`config.mk`:
```
export PLATFORM = sky130hd
export DESIGN_NAME = ser_byte_packer
export DESIGN_NICKNAME = d
export VERILOG_FILES = /design/src/rtl/sbp_pkg.sv /design/src/rtl/sbp_shifter.sv /design/src/rtl/sbp_pack_buf.sv /design/src/rtl/sbp_push.sv /design/src/rtl/ser_byte_packer.sv
export SDC_FILE = /design/constraint.sdc
export NUM_CORES = 1
export LEC_CHECK = 0
export ABC_AREA = 0
export ABC_CLOCK_PERIOD_IN_PS = 2300
export BUFFER_PORTS_ARGS = -buffer_cell sky130_fd_sc_hd__buf_4
export CAP_MARGIN = 40
export CORE_ASPECT_RATIO = 0.5
export CORE_MARGIN = 2
export CORE_UTILIZATION = 50
export CTS_CLUSTER_DIAMETER = 60
export CTS_CLUSTER_SIZE = 24
export DETAILED_ROUTE_END_ITERATION = 16
export PLACE_DENSITY = 0.72
export SYNTH_ARGS = -nofsm -noshare
export SYNTH_HDL_FRONTEND = slang
export SYNTH_HIERARCHICAL = 1
export SYNTH_SLANG_ARGS = --single-unit
```
`constraint.sdc`:
```
create_clock -name clk -period 2.3 [get_ports clk]
set_clock_uncertainty 0.15 [all_clocks]
set_input_delay 0.23 -clock clk [delete_from_list [all_inputs] [get_ports clk]]
set_output_delay 0.23 -clock clk [all_outputs]
set_load 0.005 [all_outputs]
```
`src/rtl/sbp_pkg.sv`:
```
package sbp_pkg;

  localparam int unsigned SBP_SEL_W = 2;

  // Line index chosen by a select code; code 0 depends on the circuit variant.
  function automatic int unsigned pin_index(input logic [SBP_SEL_W-1:0] sel,
                                            input bit alt);
    if (sel == '0) return alt ? 4 : 0;
    return int'(sel);
  endfunction

  // Next fill position of a packing buffer, wrapping after the last lane.
  function automatic int unsigned next_pos(input int unsigned pos,
                                           input int unsigned lanes);
    return (pos + 1 >= lanes) ? 0 : pos + 1;
  endfunction

endpackage

```
`src/rtl/sbp_shifter.sv`:
```
module sbp_shifter #(
  parameter int unsigned BYTE_W  = 8,
  parameter int unsigned PIN_CNT = 5,
  parameter bit          ALT_PIN = 1'b0
) (
  input  logic                         clk,
  input  logic                         rst_n,
  input  logic [PIN_CNT-1:0]           sd_i,
  input  logic                         slot_start_i,
  input  logic [sbp_pkg::SBP_SEL_W-1:0] pin_sel_i,
  output logic                         byte_done_o,
  output logic [BYTE_W-1:0]            byte_o
);
  localparam int unsigned CNT_W = (BYTE_W > 1) ? $clog2(BYTE_W) : 1;
  localparam logic [CNT_W-1:0] LAST = CNT_W'(BYTE_W - 1);

  logic [CNT_W-1:0]  cnt;
  logic [BYTE_W-1:0] shreg;
  logic              bit_in;
  int unsigned       pin;

  always_comb begin
    pin    = sbp_pkg::pin_index(pin_sel_i, ALT_PIN);
    bit_in = (pin < PIN_CNT) ? sd_i[pin] : 1'b0;
  end

  // The byte is complete on the edge that samples its last bit.
  assign byte_done_o = (cnt == LAST) && !slot_start_i;
  assign byte_o      = {shreg[BYTE_W-2:0], bit_in};

  always_ff @(posedge clk or negedge rst_n) begin
    if (!rst_n) begin
      cnt   <= '0;
      shreg <= '0;
    end else begin
      if (slot_start_i) begin
        cnt <= CNT_W'(1);
      end else if (cnt == LAST) begin
        cnt <= '0;
      end else if (cnt != '0) begin
        cnt <= cnt + CNT_W'(1);
      end
      if (slot_start_i || cnt != '0) begin
        shreg <= {shreg[BYTE_W-2:0], bit_in};
      end
    end
  end
endmodule

```
`src/rtl/sbp_pack_buf.sv`:
```
module sbp_pack_buf #(
  parameter int unsigned BYTE_W = 8,
  parameter int unsigned LANES  = 4
) (
  input  logic                      clk,
  input  logic                      rst_n,
  input  logic                      wr_i,
  input  logic [BYTE_W-1:0]         byte_i,
  input  logic                      rewind_i,
  output logic [BYTE_W*LANES-1:0]   word_o,
  output logic [BYTE_W*LANES-1:0]   merged_o,
  output logic [$clog2(LANES)-1:0]  pos_o
);
  localparam int unsigned POS_W = $clog2(LANES);

  logic [POS_W-1:0] pos;

  for (genvar g = 0; g < LANES; g++) begin : g_lane
    logic hit;
    assign hit = wr_i && (pos == POS_W'(g));
    always_ff @(posedge clk or negedge rst_n) begin
      if (!rst_n)   word_o[g*BYTE_W +: BYTE_W] <= '0;
      else if (hit) word_o[g*BYTE_W +: BYTE_W] <= byte_i;
    end
    // Word as it reads after this edge's write: used for same-slot pushes.
    assign merged_o[g*BYTE_W +: BYTE_W] = hit ? byte_i : word_o[g*BYTE_W +: BYTE_W];
  end

  always_ff @(posedge clk or negedge rst_n) begin
    if (!rst_n)        pos <= '0;
    else if (rewind_i) pos <= '0;
    else if (wr_i)     pos <= POS_W'(sbp_pkg::next_pos(int'(pos), LANES));
  end

  assign pos_o = pos;
endmodule

```
`src/rtl/sbp_push.sv`:
```
module sbp_push #(
  parameter int unsigned WORD_W = 32
) (
  input  logic              clk,
  input  logic              rst_n,
  input  logic              req_i,
  input  logic [WORD_W-1:0] word_i,
  input  logic              full_i,
  output logic              wr_o,
  output logic [WORD_W-1:0] data_o,
  output logic              drop_o,
  output logic              overflow_o
);
  logic go;
  assign go     = req_i && !full_i;
  assign drop_o = req_i && full_i;

  always_ff @(posedge clk or negedge rst_n) begin
    if (!rst_n) begin
      wr_o       <= 1'b0;
      data_o     <= '0;
      overflow_o <= 1'b0;
    end else begin
      wr_o <= go;
      if (go)     data_o     <= word_i;
      if (drop_o) overflow_o <= 1'b1;
    end
  end
endmodule

```
`src/rtl/ser_byte_packer.sv`:
```
module ser_byte_packer #(
  parameter int unsigned BYTE_W  = 8,
  parameter int unsigned LANES   = 4,
  parameter int unsigned PIN_CNT = 5,
  parameter bit          ALT_PIN = 1'b0
) (
  input  logic                         clk,
  input  logic                         rst_n,
  input  logic [PIN_CNT-1:0]           sd_i,
  input  logic                         slot_start_i,
  input  logic [sbp_pkg::SBP_SEL_W-1:0] pin_sel_i,
  input  logic                         ld_word_i,
  input  logic                         ld_fb_i,
  input  logic                         store_i,
  input  logic                         fifo_full_i,
  output logic                         fifo_wr_o,
  output logic [BYTE_W*LANES-1:0]      fifo_data_o,
  output logic [BYTE_W*LANES-1:0]      fb_word_o,
  output logic                         overflow_o
);
  localparam int unsigned WORD_W = BYTE_W * LANES;
  localparam int unsigned POS_W  = $clog2(LANES);

  // Named internal events, also used by the bound checker.
  logic              byte_done;
  logic [BYTE_W-1:0] byte_val;
  logic              word_wr, fb_wr, word_push, word_drop;
  logic [WORD_W-1:0] word_cur, word_merged, fb_merged;
  logic [POS_W-1:0]  dw_pos, fb_pos;

  assign word_wr   = byte_done && ld_word_i;
  assign fb_wr     = byte_done && ld_fb_i;
  assign word_push = byte_done && store_i;

  sbp_shifter #(.BYTE_W(BYTE_W), .PIN_CNT(PIN_CNT), .ALT_PIN(ALT_PIN)) u_shift (
    .clk(clk), .rst_n(rst_n), .sd_i(sd_i), .slot_start_i(slot_start_i),
    .pin_sel_i(pin_sel_i), .byte_done_o(byte_done), .byte_o(byte_val)
  );

  sbp_pack_buf #(.BYTE_W(BYTE_W), .LANES(LANES)) u_word (
    .clk(clk), .rst_n(rst_n), .wr_i(word_wr), .byte_i(byte_val),
    .rewind_i(word_push), .word_o(word_cur), .merged_o(word_merged), .pos_o(dw_pos)
  );

  sbp_pack_buf #(.BYTE_W(BYTE_W), .LANES(LANES)) u_fb (
    .clk(clk), .rst_n(rst_n), .wr_i(fb_wr), .byte_i(byte_val),
    .rewind_i(1'b0), .word_o(fb_word_o), .merged_o(fb_merged), .pos_o(fb_pos)
  );

  sbp_push #(.WORD_W(WORD_W)) u_push (
    .clk(clk), .rst_n(rst_n), .req_i(word_push), .word_i(word_merged),
    .full_i(fifo_full_i), .wr_o(fifo_wr_o), .data_o(fifo_data_o),
    .drop_o(word_drop), .overflow_o(overflow_o)
  );

  logic unused_ok;
  assign unused_ok = ^{word_cur, fb_merged, word_drop};
endmodule

```
==> summary.md, run 1 <==
| Metric | Value |
|---|---|
| Sequential Power Share | `0.523` |
| Max-Slew Margin vs Limit | `0.6257` |
| H-tree Lvls | `3` |
| Total power | `0.004953 W` |
| Vias in the first global route | `2754` |
| Worst-Skew Late Latency | `0.34 ns` |
| Routed length per instance | `19.32 µm` |
| CP Cell Sequence | `ha_2 > ha_4 > nor2b_4 > buf_6 > and2_4 > nor2b_4 > clkbuf_16 > mux2_4` |
| Core area | `0.008828 mm²` |
| Syn Inst Count | `274` |
| IR drop worst, VDD | `0.5261 mV` |
| Worst path bufs/invs | `2` |
| Placed cell area | `0.005375 mm²` |
| Final TNS setup | `0 ns` |
| Internal power | `0.003514 W` |
| Root Driver | `clkbuf_16` |
| # IOs | `80` |
| Largest net degree at the start of global routing | `45` |
| Final nets | `403` |
| Clock power share | `0.299` |
| Final wirelength | `9622 µm` |
| Critical path's most frequent cell | `nor2b_4` |
| # diodes | `0` |
| Period utilization | `0.9870` |
| Global placer's final weighted congestion | `0.7319` |
| Post-Syn Area | `0.004622 mm²` |
| GR Overflow Total | `0` |
| Sw Pwr | `0.001439 W` |
| Clock Sinks | `112` |
| Critical Path Max Stage Delay | `0.37 ns` |
| CP required | `2.38 ns` |
| Chip Height | `71.99 µm` |
| Initial cell density of the core | `0.5235` |
| Max Cap Viol | `0` |
| Sequential-to-total area share from yosys stat | `0.6064` |
| Worst min-delay path class | `input port to flip-flop` |
| Drt first-iter violations | `91` |
| Worst-margin pin slew | `0.5615 ns` |
| Tmin final | `2.270 ns` |
| Buffers on Ports | `78` |
| GRT Util Overall | `0.1956` |
| Setup CP Type | `flip-flop to flip-flop` |
| Combinational share of power | `0.177` |
| Startpoint types | `flip-flop` |
| Antenna-violating nets left | `0` |
| Clock tree buffer depth | `2` |
| Placed wire-length estimate | `6203 µm` |
| Yosys reg bits | `112` |
| Clock-pin slew on the worst setup and hold paths | `0.07 ns` |
| Routed vias | `2541` |
| Synth warn | `6` |
| Netlist cell types | `26` |
| Final core occ | `0.6749` |
| Die area | `0.01008 mm²` |
| Sw Share | `0.2905` |
| CP endpoint kind | `flip-flop` |
| CTS tree | `done` |
| Fin. Hold Viols | `0` |
| Power per standard cell area | `831.3 mW/mm²` |
| LEAKAGE | `3.115 nW` |
| Area grow syn2layout | `28.91%` |
| Share of post-route cells with drive strength above 1 | `0.6115` |
| CP max stage cell | `dfrtp_1` |
| Final Cell Area | `0.005958 mm²` |
| Drt pass-1 iters | `6` |
| CTS Buf Count | `9` |
| Antenna violations before repair | `0` |
| Top Family by Delay on Critical Path | `simple AND/OR/NAND/NOR gates` |
| Via density | `5.102` |
| Slew Limit Fails | `0` |
| Hold WS | `0.07933 ns` |
| Status | `complete, no violations` |
| First-pass GRT wire length | `15040 µm` |
| Crit path max fanout | `6` |
| Final setup violation count | `0` |
| DRC viols | `0` |
| Die width | `140.0 µm` |
| Max Clk Rate | `440.5 MHz` |
| Mapped Avg Cell Area | `16.87 µm²` |
| # rows | `24` |
| Worst EP arrival | `2.35 ns` |
==> layout make-up <==
type,count,area [µm²]
fill,596,2870
sequential,112,2803
multi-input combinational,151,1892
timing repair buffer,96,808.3
clock buffer,9,225.2
tap,117,146.4
clock inverter,7,61.31
inverter,6,22.52
==> cells by family (layout without fill, tap and decap cells) <==
| logic type | after synthesis | count (layout) | share of synthesized area |
|---|---|---|---|
| AOI/OAI and AO/OA | 3 | 3 | 0.004872 |
| xor gates and xnor gates | 1 | 1 | 0.001895 |
| adders and majority gates | 13 | 13 | 0.03519 |
| buffers and inverters | 13 | 118 | 0.02680 |
| DFF | 112 | 112 | 0.6064 |
| muxes | 107 | 107 | 0.2859 |
| other | 1 | 3 | 0.0008113 |
| and+or+nand+nor | 24 | 24 | 0.03817 |
==> cells in the mapped netlist <==
| cell type | instances | area [µm²] |
|---|---|---|
| mux2_2 | 74 | 833.3 |
| or4b_1 | 2 | 20.02 |
| and2_2 | 1 | 7.510 |
| nor2b_4 | 1 | 13.76 |
| and2_1 | 3 | 18.77 |
| conb_1 | 1 | 3.750 |
| buf_4 | 1 | 7.510 |
| and2b_1 | 1 | 7.510 |
| o21bai_1 | 1 | 7.510 |
| nand2_2 | 8 | 50.05 |
| nor3b_1 | 1 | 7.510 |
| nand2b_1 | 1 | 6.260 |
| ha_1 | 13 | 162.7 |
| or2_2 | 1 | 6.260 |
| nor3b_4 | 1 | 18.77 |
| nor2_1 | 2 | 7.510 |
| o31ai_1 | 2 | 15.01 |
| buf_12 | 3 | 60.06 |
| inv_1 | 6 | 22.52 |
| mux2i_1 | 3 | 30.03 |
| mux4_2 | 1 | 22.52 |
| buf_6 | 3 | 33.78 |
| mux2_4 | 29 | 435.4 |
| xnor2_1 | 1 | 8.760 |
| nor2b_1 | 2 | 12.51 |
| dfrtp_1 | 112 | 2803 |
==> routing by layer <==
metal / wire, µm / global-route usage
met1: 4636 / 0.2685
met5: 0 / 0
met3: 376 / 0.04818
met2: 4505 / 0.3187
met4: 104 / 0.05333
==> timing repair <==
item	in CTS	in global routing
hold endpoints to repair	41	0
setup buffers	1	1
cloned	0	3
pin swaps	4	1
hold buffers	2	0
endpoints found under the setup margin	55	66
resized for setup	39	10
==> registers in the layout, indices dropped and copies added (netlist names) <==
register	count
u_shift/cnt	3
u_fb/pos_o	2
u_word/pos_o	2
u_push/data_o	32
u_word/word_o	32
u_shift/shreg	7
u_push/overflow_o	1
u_fb/word_o	32
u_push/wr_o	1
==> through the flow <==
stage,setup slack (ns),std cells
3_3_place_gp,-0.1549,476
4_1_cts,0.007397,495
6_report,0.02979,498
5_1_grt,-0.03162,498
2_1_floorplan,0.1350,276
3_5_place_dp,-0.1772,476
==> power by group through the flow <==
| stage | clock [W] | sequential (W) | combinational [W] |
|---|---|---|---|
| 5_1_grt | 0.00162 | 0.00264 | 0.000948 |
| 6_report | 0.00148 | 0.00259 | 0.000878 |
| 3_5_place_dp | 0 | 0.00261 | 0.000755 |
| 2_1_floorplan | 0 | 0.00245 | 0.000446 |
| 3_3_place_gp | 0 | 0.00259 | 0.000705 |
| 4_1_cts | 0.00152 | 0.00259 | 0.000855 |
==> tightest hold or removal path, stage by stage <==
cell and delay (ns):
buf_4 0.10, and2_2 0.13, or2_2 0.09
==> placed cells by master (no fill, tap or decap), types with 2 or more instances in the layout <==
| cell type | count |
|---|---|
| dlygate4sd3_1 | 2 |
| buf_6 | 2 |
| inv_1 | 6 |
| nor2b_4 | 2 |
| and2_2 | 2 |
| mux2_4 | 56 |
| nand2_2 | 4 |
| and2_4 | 2 |
| inv_6 | 3 |
| dfrtp_1 | 112 |
| mux2_2 | 47 |
| ha_1 | 11 |
| buf_4 | 86 |
| clkinvlp_4 | 2 |
| mux2i_1 | 3 |
| nor2_1 | 2 |
| conb_1 | 3 |
| nand2_8 | 4 |
| buf_12 | 2 |
| clkbuf_16 | 11 |
| buf_8 | 2 |
| o31ai_1 | 2 |
==> path summary, 6_finish.rpt <==
path,start,end,slack (ns),cells after the start
worst max-delay path,u_shift/cnt[0],u_push/data_o[3],0.03,8
worst min-delay path,fifo_full_i,u_push/overflow_o,0.08,3
worst max register to register,u_shift/cnt[0],u_push/data_o[3],0.03,8
worst min register to register,u_push/overflow_o,u_push/overflow_o,0.35,1
max in group asynchronous,rst_n,u_push/data_o[0],1.10,3
min in group asynchronous,rst_n,u_word/word_o[25],0.26,2
Note: power is estimated with default switching activity, not from simulation.
==> run 2, diff against run 1 <==
--- a/config.mk
+++ b/config.mk
@@ -5,7 +5,7 @@
 export SDC_FILE = /design/constraint.sdc
 export NUM_CORES = 1
 export LEC_CHECK = 0
-export ABC_AREA = 0
+export ABC_AREA = 1
 export ABC_CLOCK_PERIOD_IN_PS = 2300
 export BUFFER_PORTS_ARGS = -buffer_cell sky130_fd_sc_hd__buf_4
 export CAP_MARGIN = 40
==> run 2 against run 1 <==
- worst hold slack got worse by 0.013 ns
- cell count rose by 36%
- clock power barely moved
- register-to-register slack improved by 0.12 ns
- cell area fell by 6.3%
- combinational power fell by 2.4%
- critical path depth rose by 2
- clock-buffer cell count rose by 5
- routed wire length fell by 3.8%
- fmax rose by 5.7%
==> summary.md, run 2 <==
| Metric | Value |
|---|---|
| Placed cell area | `0.005266 mm² (was 0.005375 mm²)` |
| Status | `complete, no violations (unchanged)` |
| Clock tree buffer depth | `2 (unchanged)` |
| CP required | `2.44 ns (was 2.38 ns)` |
| Final setup violation count | `0 (unchanged)` |
| Post-Syn Area | `0.004652 mm² (was 0.004622 mm²)` |
| Worst path bufs/invs | `2 (unchanged)` |
| Buffers on Ports | `78 (unchanged)` |
| Mapped Avg Cell Area | `9.794 µm² (was 16.87 µm²)` |
| CP endpoint kind | `flip-flop (unchanged)` |
| Vias in the first global route | `3228 (was 2754)` |
| Most common cell after layout, fill and taps aside | `nand2_1 (was dfrtp_1)` |
| Core area | `0.008859 mm² (was 0.008828 mm²)` |
| # Post-CTS Setup Buffers | `0 (was 1)` |
| Critical path startpoint | `u_shift/cnt[0] (unchanged)` |
| Most frequent cells in the layout | `156 x nand2_1, 112 x dfrtp_1, 83 x buf_4 (was 112 x dfrtp_1, 86 x buf_4, 56 x mux2_4)` |
| Hold path start | `pin_sel_i[1] (was fifo_full_i)` |
| Worst-Skew Late Latency | `0.35 ns (was 0.34 ns)` |
| Drt first-iter violations | `196 (was 91)` |
| Period utilization | `0.9340 (was 0.9870)` |
| Power per standard cell area | `843.0 mW/mm² (was 831.3 mW/mm²)` |
| Drt pass-1 iters | `4 (was 6)` |
| Routed length on met2 | `4137 µm (was 4505 µm)` |
| Synth warn | `6 (unchanged)` |
| Die area | `0.01014 mm² (was 0.01008 mm²)` |
| Startpoint types | `flip-flop (unchanged)` |
| First-pass GRT wire length | `15460 µm (was 15040 µm)` |
| Top Family by Delay on Critical Path | `simple AND/OR/NAND/NOR gates (unchanged)` |
| Worst min-delay path class | `input port to flip-flop (unchanged)` |
| Max Cap Viol | `0 (unchanged)` |
| # diodes | `0 (unchanged)` |
| Clock-pin slew on the worst setup and hold paths | `0.07 ns (about the same)` |
| Highest metal used | `met4 (unchanged)` |
| Slew Limit Fails | `0 (unchanged)` |
| Final wirelength | `9257 µm (was 9622 µm)` |
| GR Overflow Total | `0 (unchanged)` |
| RSZ-0062 raised after global routing | `yes` |
| Total power | `0.004707 W (was 0.004953 W)` |
| Final TNS setup | `0 ns (unchanged)` |
| Share of post-route cells with drive strength above 1 | `0.2326 (was 0.6115)` |
| Reg-to-reg endpoint | `u_push/data_o[2] (was u_push/data_o[3])` |
| Placed wire-length estimate | `6291 µm (was 6203 µm)` |
| Reg2Reg Launch Point | `u_shift/cnt[0] (unchanged)` |
| Syn Inst Count | `475 (was 274)` |
| LEAKAGE | `2.991 nW (was 3.115 nW)` |
| Flop2flop setup slack | `0.15 ns (was 0.03 ns)` |
| Root Driver | `clkbuf_16 (unchanged)` |
| Critical Path Max Stage Delay | `0.37 ns (about the same)` |
| Hold WS | `0.06634 ns (was 0.07933 ns)` |
| Fin. Hold Viols | `0 (unchanged)` |
| # rows | `24 (unchanged)` |
| Final nets | `581 (was 403)` |
| IR drop worst, VDD | `0.5516 mV (was 0.5261 mV)` |
| Largest net degree at the start of global routing | `58 (was 45)` |
| Fin cells | `676 (was 498)` |
| Antenna violations before repair | `0 (unchanged)` |
| Worst EP arrival | `2.28 ns (was 2.35 ns)` |
| Initial cell density of the core | `0.5251 (was 0.5235)` |
| Post-Route M1 WL | `4611 µm (was 4636 µm)` |
| CTS tree | `done (unchanged)` |
| CP Cell Sequence | `ha_1 > ha_1 > inv_2 > nor2_1 > nand2_1 > inv_1 > nand2_2 > o21ai_1 > nand3_1 > nand2_1 (was ha_2 > ha_4 > nor2b_4 > buf_6 > and2_4 > nor2b_4 > clkbuf_16 > mux2_4)` |
| FF-to-FF path depth | `10 (was 8)` |
| Worst Hold Depth | `4 (was 3)` |
| H-tree Lvls | `3 (unchanged)` |
| Setup CP Type | `flip-flop to flip-flop (unchanged)` |
| Cell count after placement | `657 (was 476)` |
| # IOs | `80 (unchanged)` |
| Chip Height | `72.21 µm (was 71.99 µm)` |
| Antenna-violating nets left | `0 (unchanged)` |
| DRC viols | `0 (unchanged)` |
| Clock Sinks | `112 (unchanged)` |
| Global placer's final weighted congestion | `0.8253 (was 0.7319)` |
| Final Cell Area | `0.005583 mm² (was 0.005958 mm²)` |
| Max Clk Rate | `465.5 MHz (was 440.5 MHz)` |
| Largest regs | `u_fb/word_o: 32 flops, u_push/data_o: 32 flops, u_word/word_o: 32 flops (unchanged)` |
| Via density | `4.873 (was 5.102)` |
| CTS Buf Count | `9 (unchanged)` |
| Fillers | `769 (was 596)` |
| Die width | `140.4 µm (was 140.0 µm)` |
| GRT Util Overall | `0.1971 (was 0.1956)` |
| Routed length per instance | `13.69 µm (was 19.32 µm)` |
| Syn Nets | `502` |
| Met3 WL | `418 µm (was 376 µm)` |
| CP max stage cell | `dfrtp_1 (unchanged)` |
| Routed vias | `3294 (was 2541)` |
| Tmin final | `2.148 ns (was 2.270 ns)` |
| Worst Hold Endpoint | `u_shift/shreg[0] (was u_push/overflow_o)` |
| Crit path max fanout | `16 (was 6)` |
| Area grow syn2layout | `20.01% (was 28.91%)` |
## run 2: layout make-up
type	count	area, µm²	share of cell area
clock buffers	14	274.0	0.04908
well taps	117	146.4	0.02622
multi-input cells	304	1505	0.2696
repair buffers	88	693.2	0.1242
flip-flops and latches	112	2803	0.5020
inverters	39	148.9	0.02667
clock inverters	2	12.51	0.002241
## run 2: through the flow
stage / setup slack, ns / util
6_report: 0.1518 / 0.6302
5_1_grt: -0.05923 / 0.6302
4_1_cts: 0.1547 / 0.6302
3_5_place_dp: 0.1746 / 0.5945
3_3_place_gp: 0.2417 / 0.5945
2_1_floorplan: 0.4666 / -
## run 2: per-layer routing
metal | global-route usage | up-vias
met2 | 0.3241 | 64
met1 | 0.2646 | 1548
li1 | - | 1674
met3 | 0.05347 | 8
met4 | 0.05387 | 0
met5 | 0 | -
## run 2: power by group
| part | internal, W | switching, W | leakage [nW] |
|---|---|---|---|
| clock | 0.000823 | 0.000668 | 0.139 |
| combinational | 0.000283 | 0.000574 | 1.32 |
| sequential | 0.00221 | 0.000151 | 1.54 |
| total | 0.00331 | 0.00139 | 2.99 |
## run 2: timing repair
| item | 4_1_cts | 5_1_grt |
|---|---|---|
| gates resized for setup | 0 | 0 |
| setup endpoints to repair | 0 | 14 |
| endpoints found under the hold margin | 35 | 0 |
| hold buffers | 3 | 0 |
## run 2: worst max path at each step
stage | endpoint | cells past startpoint | slack [ns]
floorplan | u_push/data_o[6] | 12 | 0.47
global placement | u_push/data_o[2] | 10 | 0.24
detailed placement | u_push/data_o[20] | 10 | 0.17
CTS | u_push/data_o[20] | 10 | 0.15
global route | u_push/data_o[6] | 10 | -0.06
finish | u_push/data_o[2] | 10 | 0.15
## run 2: worst register-to-register path, stage by stage, from the launching register on
cell	delay (ns)
dfrtp_1	0.37
ha_1	0.17
ha_1	0.16
inv_2	0.06
nor2_1	0.15
nand2_1	0.08
inv_1	0.23
nand2_2	0.27
o21ai_1	0.27
nand3_1	0.11
nand2_1	0.08
